<file path="config.mk">
export PLATFORM = sky130hd
export DESIGN_NAME = i2c_csr_regs
export DESIGN_NICKNAME = d
export VERILOG_FILES = /design/src/rtl/i2c_csr_pkg.sv /design/src/rtl/i2c_busy_track.sv /design/src/rtl/i2c_req_seq.sv /design/src/rtl/i2c_flag_unit.sv /design/src/rtl/i2c_status_reg.sv /design/src/rtl/i2c_csr_regs.sv
export SDC_FILE = /design/constraint.sdc
export NUM_CORES = 1
export LEC_CHECK = 0
export CAP_MARGIN = 5
export CORE_AREA = 3 3 63 65
export DETAILED_ROUTE_END_ITERATION = 7
export DIE_AREA = 0 0 66 68
export GPL_TIMING_DRIVEN = 1
export PLACE_DENSITY = 0.8
export SETUP_SLACK_MARGIN = 0.2
export SLEW_MARGIN = 30
export SYNTH_ARGS = -nofsm -noshare
export SYNTH_HDL_FRONTEND = slang
export SYNTH_HIERARCHICAL = 1
export SYNTH_SLANG_ARGS = --single-unit
export TNS_END_PERCENT = 5
</file>
<file path="constraint.sdc">
create_clock -name clk -period 2.1 [get_ports clk]
set_clock_uncertainty 0.2 [all_clocks]
set_input_delay 0.63 -clock clk [delete_from_list [all_inputs] [get_ports clk]]
set_output_delay 0.63 -clock clk [all_outputs]
set_load 0.02 [all_outputs]
</file>
<file path="src/rtl/i2c_csr_pkg.sv">
package i2c_csr_pkg;

    localparam int DW     = 8;
    localparam int CODE_W = 5;
    localparam int PSC_W  = 2;
    localparam int AW     = 2;
    localparam int RSV_W  = DW - CODE_W - PSC_W;

    // control register bit positions
    localparam int B_EN   = 0;
    localparam int B_IE   = 1;
    localparam int B_STA  = 2;
    localparam int B_STO  = 3;
    localparam int B_FLAG = 7;

    localparam logic [CODE_W-1:0] CODE_RESET = '1;

    typedef enum logic [AW-1:0] {
        SEL_CTRL = 2'd0,
        SEL_STAT = 2'd1,
        SEL_DATA = 2'd2,
        SEL_NONE = 2'd3
    } reg_sel_e;

    typedef struct packed {
        logic [CODE_W-1:0] code;
        logic [RSV_W-1:0]  rsv;
        logic [PSC_W-1:0]  psc;
    } stat_view_t;

    typedef struct packed {
        logic       flag;
        logic [1:0] rsv;
        logic       coll;
        logic       sto;
        logic       sta;
        logic       ie;
        logic       en;
    } ctrl_view_t;

    function automatic logic [DW-1:0] pack_stat(input logic [CODE_W-1:0] c,
                                                input logic [PSC_W-1:0]  p);
        stat_view_t s;
        s.code = c;
        s.rsv  = '0;
        s.psc  = p;
        return s;
    endfunction

endpackage

</file>
<file path="src/rtl/i2c_busy_track.sv">
module i2c_busy_track (
    input  logic clk,
    input  logic rst,
    input  logic start_seen,
    input  logic stop_seen,
    output logic busy
);
    always_ff @(posedge clk) begin
        if (rst) begin
            busy <= 1'b0;
        end else if (start_seen) begin
            busy <= 1'b1;
        end else if (stop_seen) begin
            busy <= 1'b0;
        end
    end
endmodule

</file>
<file path="src/rtl/i2c_req_seq.sv">
module i2c_req_seq (
    input  logic clk,
    input  logic rst,
    input  logic ctrl_wr,
    input  logic wr_en,
    input  logic wr_sta,
    input  logic wr_sto,
    input  logic master_mode,
    input  logic busy,
    input  logic start_done,
    input  logic stop_done,
    output logic en_q,
    output logic sta_q,
    output logic sto_q,
    output logic start_req,
    output logic stop_req,
    output logic slave_rel,
    output logic abort
);
    logic go_q;

    // START held once issued; fresh issue only on an idle bus with no STOP pending
    always_comb begin
        start_req = en_q & (go_q | (sta_q & ~busy & ~sto_q));
        stop_req  = en_q & sto_q & master_mode;
    end

    always_ff @(posedge clk) begin
        if (rst) begin
            en_q      <= 1'b0;
            sta_q     <= 1'b0;
            sto_q     <= 1'b0;
            go_q      <= 1'b0;
            slave_rel <= 1'b0;
            abort     <= 1'b0;
        end else begin
            slave_rel <= 1'b0;
            abort     <= 1'b0;
            go_q      <= start_req & ~start_done;
            if (start_done) sta_q <= 1'b0;
            if (stop_done)  sto_q <= 1'b0;
            if (ctrl_wr) begin
                en_q <= wr_en;
                if (!wr_en) begin
                    sta_q <= 1'b0;
                    sto_q <= 1'b0;
                    go_q  <= 1'b0;
                    abort <= en_q;
                end else begin
                    if (wr_sta) sta_q <= 1'b1;
                    if (wr_sto) begin
                        if (master_mode) begin
                            sto_q <= 1'b1;
                        end else begin
                            sto_q     <= 1'b0;
                            slave_rel <= 1'b1;
                        end
                    end
                end
            end
        end
    end
endmodule

</file>
<file path="src/rtl/i2c_flag_unit.sv">
module i2c_flag_unit
    import i2c_csr_pkg::*;
(
    input  logic          clk,
    input  logic          rst,
    input  logic          ctrl_wr,
    input  logic          wr_ie,
    input  logic          wr_flag_clr,
    input  logic          data_wr,
    input  logic [DW-1:0] wdata,
    input  logic          status_load,
    input  logic          global_irq_en,
    output logic          flag_q,
    output logic          ie_q,
    output logic          coll_q,
    output logic [DW-1:0] data_q,
    output logic          irq
);
    always_ff @(posedge clk) begin
        if (rst) begin
            flag_q <= 1'b0;
            ie_q   <= 1'b0;
            coll_q <= 1'b0;
            data_q <= '0;
        end else begin
            if (ctrl_wr) ie_q <= wr_ie;
            // hardware set wins over the software clear
            if (status_load) begin
                flag_q <= 1'b1;
            end else if (ctrl_wr && wr_flag_clr) begin
                flag_q <= 1'b0;
            end
            if (data_wr) begin
                if (flag_q) begin
                    data_q <= wdata;
                    coll_q <= 1'b0;
                end else begin
                    coll_q <= 1'b1;
                end
            end
        end
    end

    assign irq = flag_q & ie_q & global_irq_en;
endmodule

</file>
<file path="src/rtl/i2c_status_reg.sv">
module i2c_status_reg
    import i2c_csr_pkg::*;
(
    input  logic              clk,
    input  logic              rst,
    input  logic              stat_wr,
    input  logic [PSC_W-1:0]  wr_psc,
    input  logic              load,
    input  logic [CODE_W-1:0] load_code,
    output logic [CODE_W-1:0] code_q,
    output logic [PSC_W-1:0]  psc_q
);
    always_ff @(posedge clk) begin
        if (rst) begin
            code_q <= CODE_RESET;
            psc_q  <= '0;
        end else begin
            if (load)    code_q <= load_code;
            if (stat_wr) psc_q  <= wr_psc;
        end
    end
endmodule

</file>
<file path="src/rtl/i2c_csr_regs.sv">
module i2c_csr_regs
    import i2c_csr_pkg::*;
(
    input  logic              clk,
    input  logic              rst,
    input  logic [AW-1:0]     reg_addr,
    input  logic              reg_wr,
    input  logic [DW-1:0]     reg_wdata,
    output logic [DW-1:0]     reg_rdata,
    input  logic              global_irq_en,
    input  logic              master_mode,
    input  logic              bus_start_det,
    input  logic              bus_stop_det,
    input  logic              start_done,
    input  logic              stop_done,
    input  logic              status_load,
    input  logic [CODE_W-1:0] status_code,
    output logic              start_req,
    output logic              stop_req,
    output logic              slave_release,
    output logic              xfer_abort,
    output logic              pins_owned,
    output logic              bus_busy,
    output logic [DW-1:0]     tx_byte,
    output logic [PSC_W-1:0]  prescale_sel,
    output logic              irq
);
    reg_sel_e sel;
    logic ctrl_wr, stat_wr, data_wr;
    logic en_q, sta_q, sto_q;
    logic flag_q, ie_q, coll_q;
    logic [CODE_W-1:0] code_q;
    logic [PSC_W-1:0]  psc_q;
    ctrl_view_t ctrl_rd;

    always_comb begin
        sel     = reg_sel_e'(reg_addr);
        ctrl_wr = reg_wr && (sel == SEL_CTRL);
        stat_wr = reg_wr && (sel == SEL_STAT);
        data_wr = reg_wr && (sel == SEL_DATA);
    end

    i2c_busy_track u_busy (
        .clk        (clk),
        .rst        (rst),
        .start_seen (bus_start_det),
        .stop_seen  (bus_stop_det),
        .busy       (bus_busy)
    );

    i2c_req_seq u_seq (
        .clk         (clk),
        .rst         (rst),
        .ctrl_wr     (ctrl_wr),
        .wr_en       (reg_wdata[B_EN]),
        .wr_sta      (reg_wdata[B_STA]),
        .wr_sto      (reg_wdata[B_STO]),
        .master_mode (master_mode),
        .busy        (bus_busy),
        .start_done  (start_done),
        .stop_done   (stop_done),
        .en_q        (en_q),
        .sta_q       (sta_q),
        .sto_q       (sto_q),
        .start_req   (start_req),
        .stop_req    (stop_req),
        .slave_rel   (slave_release),
        .abort       (xfer_abort)
    );

    i2c_flag_unit u_flag (
        .clk           (clk),
        .rst           (rst),
        .ctrl_wr       (ctrl_wr),
        .wr_ie         (reg_wdata[B_IE]),
        .wr_flag_clr   (reg_wdata[B_FLAG]),
        .data_wr       (data_wr),
        .wdata         (reg_wdata),
        .status_load   (status_load),
        .global_irq_en (global_irq_en),
        .flag_q        (flag_q),
        .ie_q          (ie_q),
        .coll_q        (coll_q),
        .data_q        (tx_byte),
        .irq           (irq)
    );

    i2c_status_reg u_stat (
        .clk       (clk),
        .rst       (rst),
        .stat_wr   (stat_wr),
        .wr_psc    (reg_wdata[PSC_W-1:0]),
        .load      (status_load),
        .load_code (status_code),
        .code_q    (code_q),
        .psc_q     (psc_q)
    );

    assign pins_owned   = en_q;
    assign prescale_sel = psc_q;

    always_comb begin
        ctrl_rd      = '0;
        ctrl_rd.flag = flag_q;
        ctrl_rd.coll = coll_q;
        ctrl_rd.sto  = sto_q;
        ctrl_rd.sta  = sta_q;
        ctrl_rd.ie   = ie_q;
        ctrl_rd.en   = en_q;
        case (sel)
            SEL_CTRL: reg_rdata = ctrl_rd;
            SEL_STAT: reg_rdata = pack_stat(code_q, psc_q);
            SEL_DATA: reg_rdata = tx_byte;
            default:  reg_rdata = '0;
        endcase
    end
endmodule

</file>
# ---- Yosys cells after proc, flatten, opt, wreduce, memory -nomap -nowiden
# Cells that the tools add are included.
# W data, S select, Z words.
dict set report totals {
  regBits 25
  in_bits 25
  output_inout_bits 25
  wordCells 58
}
dict set report classes {
  n_eq_ne 2
  n_mux 18
  bitwise_logic 15
  n_reduce_logical 10
}
# op count
set op_table {}
lappend op_table {{$pmux W8 S3} 1}
lappend op_table {{$mux W1} 17}
lappend op_table {{$and A1 B1 Y1} 8}
lappend op_table {{$not A1 Y1} 6}
lappend op_table {{$logic_and A1 B1 Y1} 4}
lappend op_table {{$reduce_bool A2 Y1} 2}
lappend op_table {{$reduce_or A4 Y1} 1}
lappend op_table {{$reduce_or A3 Y1} 1}
lappend op_table {{$eq A2 B1 Y1 const B} 1}
lappend op_table {{$eq A2 B2 Y1 const B} 1}
lappend op_table {{$logic_not A2 Y1} 1}
lappend op_table {{$reduce_and A2 Y1} 1}
lappend op_table {{$or A1 B1 Y1} 1}

# ---- Depth between registers and ports, before layout
# Gate-level depths: netlist of the first run.
dict set report logic_depth {
  ltp_word 8
  ltp_mapped 6
  ltp_nobuf 4
}

# ---- Modules after synthesis
# The synthesis of the first run kept the hierarchy.
# mod n_inst cells_each area_each_um2 seq_area_each_um2
set modules_own_cells {}
lappend modules_own_cells {i2c_flag_unit 1 48 566.8 220.2}
lappend modules_own_cells {i2c_status_reg 1 22 266.5 140.1}
lappend modules_own_cells {i2c_req_seq 1 25 247.7 120.1}
lappend modules_own_cells {i2c_csr_regs 1 22 197.7 0.0}
lappend modules_own_cells {i2c_busy_track 1 4 38.8 20.0}

# ---- Worst setup path before layout of the first run
# Ideal clock, no wire load.
dict set report synth_timing {
  path_type {input to output}
  startpoint {input reg_addr[1]}
  endpoint {output reg_rdata[0]}
  arrival_time_ps 1288
  required_ps 1270
  slack_ps -18
  stages 3
  path_buffers 1
  path_cell_list {buf_4 mux2i_1 o2bb2ai_1}
}
dict set report synth_between {
  elab_chain_len 2
  elab_cells_between_ends 4
  classes_between {eq/ne: 2; mux: 1; reduce/logical: 1}
}
# item line_no
set synth_lines {}
lappend synth_lines {{start, declared} i2c_csr_regs.sv:6} ;# input logic [AW-1:0] reg_addr,
lappend synth_lines {{$eq A2 B2 Y1, or another cell as far along} i2c_csr_regs.sv:110} ;# case (sel)
lappend synth_lines {{$pmux W8 S3 (*)} i2c_csr_regs.sv:110}
lappend synth_lines {{end, declared} i2c_csr_regs.sv:9} ;# output logic [DW-1:0] reg_rdata,
# Every way passes the cells marked *; elsewhere a longest branch is shown, timed or not.

# ---- Worst setup path in the final report of the first run
dict set report layout_timing {
  startpoint {input reg_addr[0]}
  endpoint {output reg_rdata[5]}
}
# Same word-level chain as after synthesis.

==> out/results.md, run 1 <==
| Parameter | Value | Unit |
|---|---|---|
| Outcome | finished, violations left | - |
| Violated checks | negative setup slack | - |
| Count of mapped cells out of synthesis | 121 | - |
| Number of warnings printed during yosys synthesis | 6 | - |
| Worst-case register-to-register setup slack | 900 | ps |
| Area of the mapped netlist | 1320 | sq um |
| Upper clock frequency limit | 459 | MHz |
| Critical path capture point type | output port | - |
| Placer Congestion | 0.756 | - |
| Data required time of the critical path | 1270 | ps |
| Number of max-cap violations | 0 | - |
| Worst hold stages | 2 | - |
| Area of the die | 4490 | sq um |
| Via/cell ratio | 5.09 | - |
| Hold bufs inserted after CTS | 0 | - |
| Transition time at the pin with the least slew margin | 281 | ps |
| Sequential-to-total area share from yosys stat | 0.380 | - |
| CP max FO | 7 | - |
| Setup crit start kind | primary input | - |
| Total of buffers placed on input and output ports | 49 | - |
| Data arrival time of the critical path | 1350 | ps |
| Core outline area | 3390 | sq um |
| Initial detailed-routing violation count | 71 | - |
| Most used cells in the layout excluding fill and tap cells | 20 x clkdlybuf4s50_1, 20 x dfxtp_1, 15 x buf_6, 15 x buf_4, 10 x a21oi_2 | - |
| Antenna violations before repair | 0 | - |
| Power Dens Cells | 474 | nW/um^2 |
| Clock sinks | 25 | - |
| Internal power contribution | 0.692 | mW |
| Part of the power in registers | 0.524 | - |
| Critical path's most frequent cell | buf_6 | - |
| Fraction of final layout cells with drive strength greater than 1 | 0.541 | - |
| CP Buf/Inv Count | 3 | - |
| Number of top-level design ports | 50 | - |
| Routed Antenna Nets | 0 | - |
| CTS Root Cell | clkbuf_4 | - |
| Switching share of power | 0.281 | - |
| Initial Util | 0.389 | - |
| Number of synthesized flops with an enable pin | 0 | - |
| # H-tree levels | 1 | - |
| Cell count of the worst reg-to-reg path | 3 | - |
| Total gr overflow | 0 | - |
| Vias in the first global route | 1273 | - |
| Detailed Place HPWL | 2730 | um |
| Height of the die | 68 | um |
| Setup violations, final | 7 | - |
| Number of CTS-inserted buffers | 3 | - |
| Hold Path Class | reg -> reg | - |
| Total power draw | 0.963 | mW |
| Post-synthesis sequential element count | 25 | - |
| Peak VDD IR | 0.000220 | V |
| Peak per-stage delay on the critical path | 240 | ps |
| Clock transition time at the flip-flop clock pins of the worst setup and hold paths | 140 | ps |
| First-pass DRT Iterations | 4 | - |
| Buffer depth of the longest clock path | 2 | - |
| Remaining design rule violation count | 0 | - |
| First-pass GRT wire length | 6020 | um |
| Relative area change from synthesis to final layout | 54.2 | % |
| Synthesized netlist net count | 146 | - |
| Worst Slack Setup Final | -76.7 | ps |
| Worst Hold Launch | u_busy/busy | - |
| TritonCTS clock tree | done | - |
| Routed wirelength normalized by instance count | 16.0 | um |
| Synth area leaders | dfxtp_1 38%, mux2i_1 7.6%, a21oi_2 6.6% | - |
| Worst reg2reg path endpoint | u_flag/data_q[7] | - |
| Critical Path, Cell by Cell | buf_6 -> nor2b_4 -> buf_12 -> a22o_4 -> buf_6 | - |
| Clk pwr share | 0.232 | - |
| Max Slew Vio Count | 0 | - |
| RR Startpoint | u_flag/flag_q | - |
| Num rows | 21 | - |
| Fraction of synthesized cell area taken by the top area cell type | 0.380 | - |
| Via Count | 1176 | - |
| Number of distinct library cells after synthesis | 33 | - |
| Avg Cell Area, Syn | 10.9 | sq um |
| Hold Vio Cnt, Final | 0 | - |
| Primary FF master, synth | dfxtp_1 | - |
| Max transition margin | 0.810 | - |
| Largest area contributor in the synthesized netlist | dfxtp_1 | - |
| Clock insertion delay at the later pin of the skew report | 320 | ps |
| Static leakage power | 0.837 | nW |
| Net count, final | 211 | - |
| Maximum number of pins on one net before global-route repair | 25 | - |
| Chip width | 66 | um |
| Combinational share of power | 0.244 | - |
| Tcrit/Tclk final | 1.04 | - |
| CP delay by family, top | buffers and inverters | - |
| Final min period | 2180 | ps |
| Overall fraction of global-route tracks in use | 0.177 | - |
| Async SR Flop Fraction | 0 | - |
| Hold Path Sink | u_busy/busy | - |
| Setup repair after global routing missed its margin | yes | - |
| Antenna diode count | 0 | - |
| Type of the worst setup path | in -> out | - |
| Layout Utilization | 0.599 | - |
| Net switching power | 0.271 | mW |
| Wire length reported by the detailed router | 3700 | um |
| Slowest cell on the critical path | a22o_4 | - |
==> cell usage after synthesis, types with 2 or more instances <==
library cell   n
a21bo_2        8
a22o_1         2
buf_6          5
mux2i_1       10
inv_1          5
nor3b_1        3
nand2b_1       2
o2bb2ai_1      5
nor2b_2        5
nand3_2        8
dfxtp_1       25
a211o_1        6
a21oi_2       10
nor2_1         8
==> final cells by class <==
class | count | area (sq um)
timing repair buffer | 69 | 646
inverter | 5 | 18.8
fill | 301 | 1360
clock buffer | 3 | 22.5
sequential | 25 | 509
clock inverter | 1 | 5.00
tap | 46 | 57.6
multi-input combinational | 82 | 773
==> power groups by stage <==
| stage | Clock [mW] | Combinational (mW) | Sequential (mW) |
|---|---|---|---|
| global placement | 0 | 0.219 | 0.513 |
| global route | 0.254 | 0.252 | 0.507 |
| finish | 0.223 | 0.235 | 0.504 |
| floorplan | 0 | 0.116 | 0.518 |
| detailed placement | 0 | 0.226 | 0.514 |
| CTS | 0.233 | 0.238 | 0.505 |
==> sequential cells by signal, indices dropped and copies added, names as in the netlist <==
name             cells
u_seq/sto_q          1
u_flag/flag_q        1
u_seq/sta_q          1
u_seq/go_q           1
u_flag/coll_q        1
u_seq/abort          1
u_stat/psc_q         2
u_seq/slave_rel      1
u_busy/busy          1
u_stat/code_q        5
u_seq/en_q           1
u_flag/ie_q          1
u_flag/data_q        8
==> metal layers <==
metal	vias up	global-route usage	wire length [um]
li1	563	-	-
met2	31	0.335	1950
met5	-	0	0
met1	578	0.198	1530
met4	0	0.0609	41
met3	4	0.0328	181
==> logic make-up (layout without fill, tap and decap cells) <==
logic type             Yosys count  after routing  share of synthesized area
flip-flops                      25             25                      0.380
buffers and inverters           14             78                     0.0931
multiplexers                    10             10                     0.0760
AND/OR/NAND/NOR                 36             36                      0.204
AO/OA/AOI/OAI                   36             36                      0.247
==> how the worst max path moves through the flow <==
stage	start	to	slack [ps]	depth (start not counted)
floorplan	reg_addr[0]	reg_rdata[5]	10	4
global placement	reg_addr[1]	reg_rdata[1]	-1070	5
detailed placement	reg_addr[1]	reg_rdata[6]	-1100	4
CTS	reg_addr[0]	reg_rdata[5]	-90	5
global route	reg_addr[0]	reg_rdata[5]	-90	5
finish	reg_addr[0]	reg_rdata[5]	-80	5
==> worst min-delay path, delay by kind of cell, from the launching register on <==
| kind | cells | cell delay (ps) |
|---|---|---|
| flops | 1 | 360 |
| simple gates | 1 | 90 |
| compound gates | 1 | 60 |
==> per-stage QoR <==
stage	TNS, ps	hold WS, ps	cell area, sq um	instances	setup WS, ps
2_1_floorplan	0	273	1380	121	14.6
3_3_place_gp	-13510	295	1970	226	-1070
3_5_place_dp	-14660	318	1970	226	-1100
4_1_cts	-305	329	2060	231	-88.4
5_1_grt	-448	343	2030	231	-87.7
6_report	-251	324	2030	231	-76.7
==> repair_timing <==
action | in CTS | in global routing
endpoints found under the setup margin | 44 | 21
buffers inserted | 1 | 0
gates resized for setup | 124 | 9
pin swaps | 5 | 4
No activity file was read; power rests on OpenSTA's default activity.
==> run 2, diff against run 1 <==
--- a/config.mk
+++ b/config.mk
@@ -6,10 +6,11 @@
 export NUM_CORES = 1
 export LEC_CHECK = 0
 export CAP_MARGIN = 5
-export CORE_AREA = 3 3 63 65
+export CORE_AREA = 2 2 62 64
 export DETAILED_ROUTE_END_ITERATION = 7
-export DIE_AREA = 0 0 66 68
+export DIE_AREA = 0 0 64 66
 export GPL_TIMING_DRIVEN = 1
+export MAX_ROUTING_LAYER = met4
 export PLACE_DENSITY = 0.8
 export SETUP_SLACK_MARGIN = 0.2
 export SLEW_MARGIN = 30
==> out/results.md, run 2 (synthesized netlist as in run 1, its figures left out) <==
| Parameter | Value | Unit |
|---|---|---|
| Outcome | finished, violations left | - |
| Violated checks | negative setup slack | - |
| Type of the worst setup path | in -> out | - |
| Setup repair after global routing missed its margin | yes | - |
| CP max FO | 5 | - |
| Antenna violations before repair | 0 | - |
| First-pass DRT Iterations | 4 | - |
| Clock insertion delay at the later pin of the skew report | 320 | ps |
| Total gr overflow | 0 | - |
| Buffer depth of the longest clock path | 2 | - |
| Clock transition time at the flip-flop clock pins of the worst setup and hold paths | 150 | ps |
| Peak VDD IR | 0.000229 | V |
| Initial Util | 0.371 | - |
| Via/cell ratio | 5.02 | - |
| Most used cells in the layout excluding fill and tap cells | 20 x clkdlybuf4s50_1, 20 x dfxtp_1, 14 x buf_4, 13 x buf_6, 10 x a21oi_2 | - |
| Data required time of the critical path | 1270 | ps |
| Height of the die | 66 | um |
| Clock sinks | 25 | - |
| Total of buffers placed on input and output ports | 49 | - |
| Via Count | 1175 | - |
| Post-Place Setup Slack | -1050 | ps |
| CTS Root Cell | clkbuf_4 | - |
| Setup crit start kind | primary input | - |
| Upper clock frequency limit | 448 | MHz |
| Area of the die | 4220 | sq um |
| Number of max-cap violations | 0 | - |
| Routed Antenna Nets | 0 | - |
| Detailed Place HPWL | 2600 | um |
| Cell count of the worst reg-to-reg path | 3 | - |
| Chip width | 64 | um |
| Worst-case register-to-register setup slack | 890 | ps |
| Initial detailed-routing violation count | 68 | - |
| TritonCTS clock tree | done | - |
| Number of top-level design ports | 50 | - |
| Static leakage power | 0.858 | nW |
| Routed wirelength normalized by instance count | 15.2 | um |
| Largest reg by FF count | u_flag/data_q | - |
| Critical path capture point type | output port | - |
| Max transition margin | 0.783 | - |
| Worst hold stages | 2 | - |
| Largest regs | u_flag/data_q x8, u_stat/code_q x5, u_stat/psc_q x2 | - |
| Power Dens Cells | 462 | nW/um^2 |
| Flip-flop count of the largest register, all copies and words added | 8 | - |
| First-pass GRT wire length | 5720 | um |
| Max Slew Vio Count | 0 | - |
| Overall fraction of global-route tracks in use | 0.179 | - |
| Num rows | 22 | - |
| Placer Congestion | 0.847 | - |
| Hold Vio Cnt, Final | 0 | - |
| Remaining design rule violation count | 0 | - |
| Fraction of final layout cells with drive strength greater than 1 | 0.532 | - |
| Tcrit/Tclk final | 1.06 | - |
| Wire length reported by the detailed router | 3560 | um |
| Antenna diode count | 0 | - |
| Number of CTS-inserted buffers | 3 | - |
| Worst Slack Setup Final | -131 | ps |
| Relative area change from synthesis to final layout | 60.2 | % |
| Layout Utilization | 0.594 | - |
| # H-tree levels | 1 | - |
| Core outline area | 3550 | sq um |
| Maximum number of pins on one net before global-route repair | 25 | - |
| Hold Path Class | reg -> reg | - |
| Vias in the first global route | 1255 | - |
| Final min period | 2230 | ps |
| Transition time at the pin with the least slew margin | 317 | ps |
| Net count, final | 212 | - |
| Setup violations, final | 8 | - |
| Data arrival time of the critical path | 1400 | ps |
| Total power draw | 0.975 | mW |
## run 2: layout make-up
cell class	count	area (sq um)
Clock buffer	3	22.5
Clock inverter	1	7.51
Fill cell	284	1440
Inverter	5	18.8
Multi-Input combinational cell	82	788
Sequential cell	25	512
Tap cell	48	60.1
Timing Repair Buffer	70	702
## run 2: worst max-delay path, cell delays in order
cell	delay, ps
buf_8	90
buf_16	110
mux2i_1	320
o2bb2ai_4	110
buf_6	140
## run 2: path summary, 6_finish.rpt
check | from | to
setup reg to reg | u_flag/flag_q | u_flag/data_q[6]
hold reg to reg | u_busy/busy | u_busy/busy
hold / removal | u_busy/busy | u_busy/busy
setup / recovery | reg_addr[1] | reg_rdata[3]
## run 2: layer usage
layer	global-route usage	share of wire	vias to the layer above
li1	-	-	568
met1	0.199	0.41	579
met3	0.0136	0.023	2
met5	-	0	-
met2	0.328	0.56	26
met4	0.0788	0.0096	0
## run 2: through the flow
step / setup TNS, ps / hold slack [ps] / area [sq um] / std cells
4_1_cts: -719 / 325 / 2090 / 234
3_3_place_gp: -14300 / 288 / 1990 / 226
6_report: -832 / 337 / 2110 / 234
3_5_place_dp: -14720 / 309 / 1990 / 226
5_1_grt: -1090 / 371 / 2110 / 234
2_1_floorplan: 0 / 273 / 1380 / 121
## run 2: what timing repair did
item,4_1_cts,5_1_grt
endpoints found under the hold margin,0,0
setup endpoints to repair,43,20
buffers inserted,3,0
gates cloned,1,0
pin swaps,1,2
resized for setup,116,19
hold buffers,0,0
## run 2: where the power goes
group          switching (mW)  internal, mW  leakage, nW  total (mW)
Clock                   0.151        0.0727       0.0139       0.224
Sequential             0.0150         0.489        0.207       0.504
Combinational           0.109         0.138        0.637       0.247
Total                   0.275         0.700        0.858       0.975
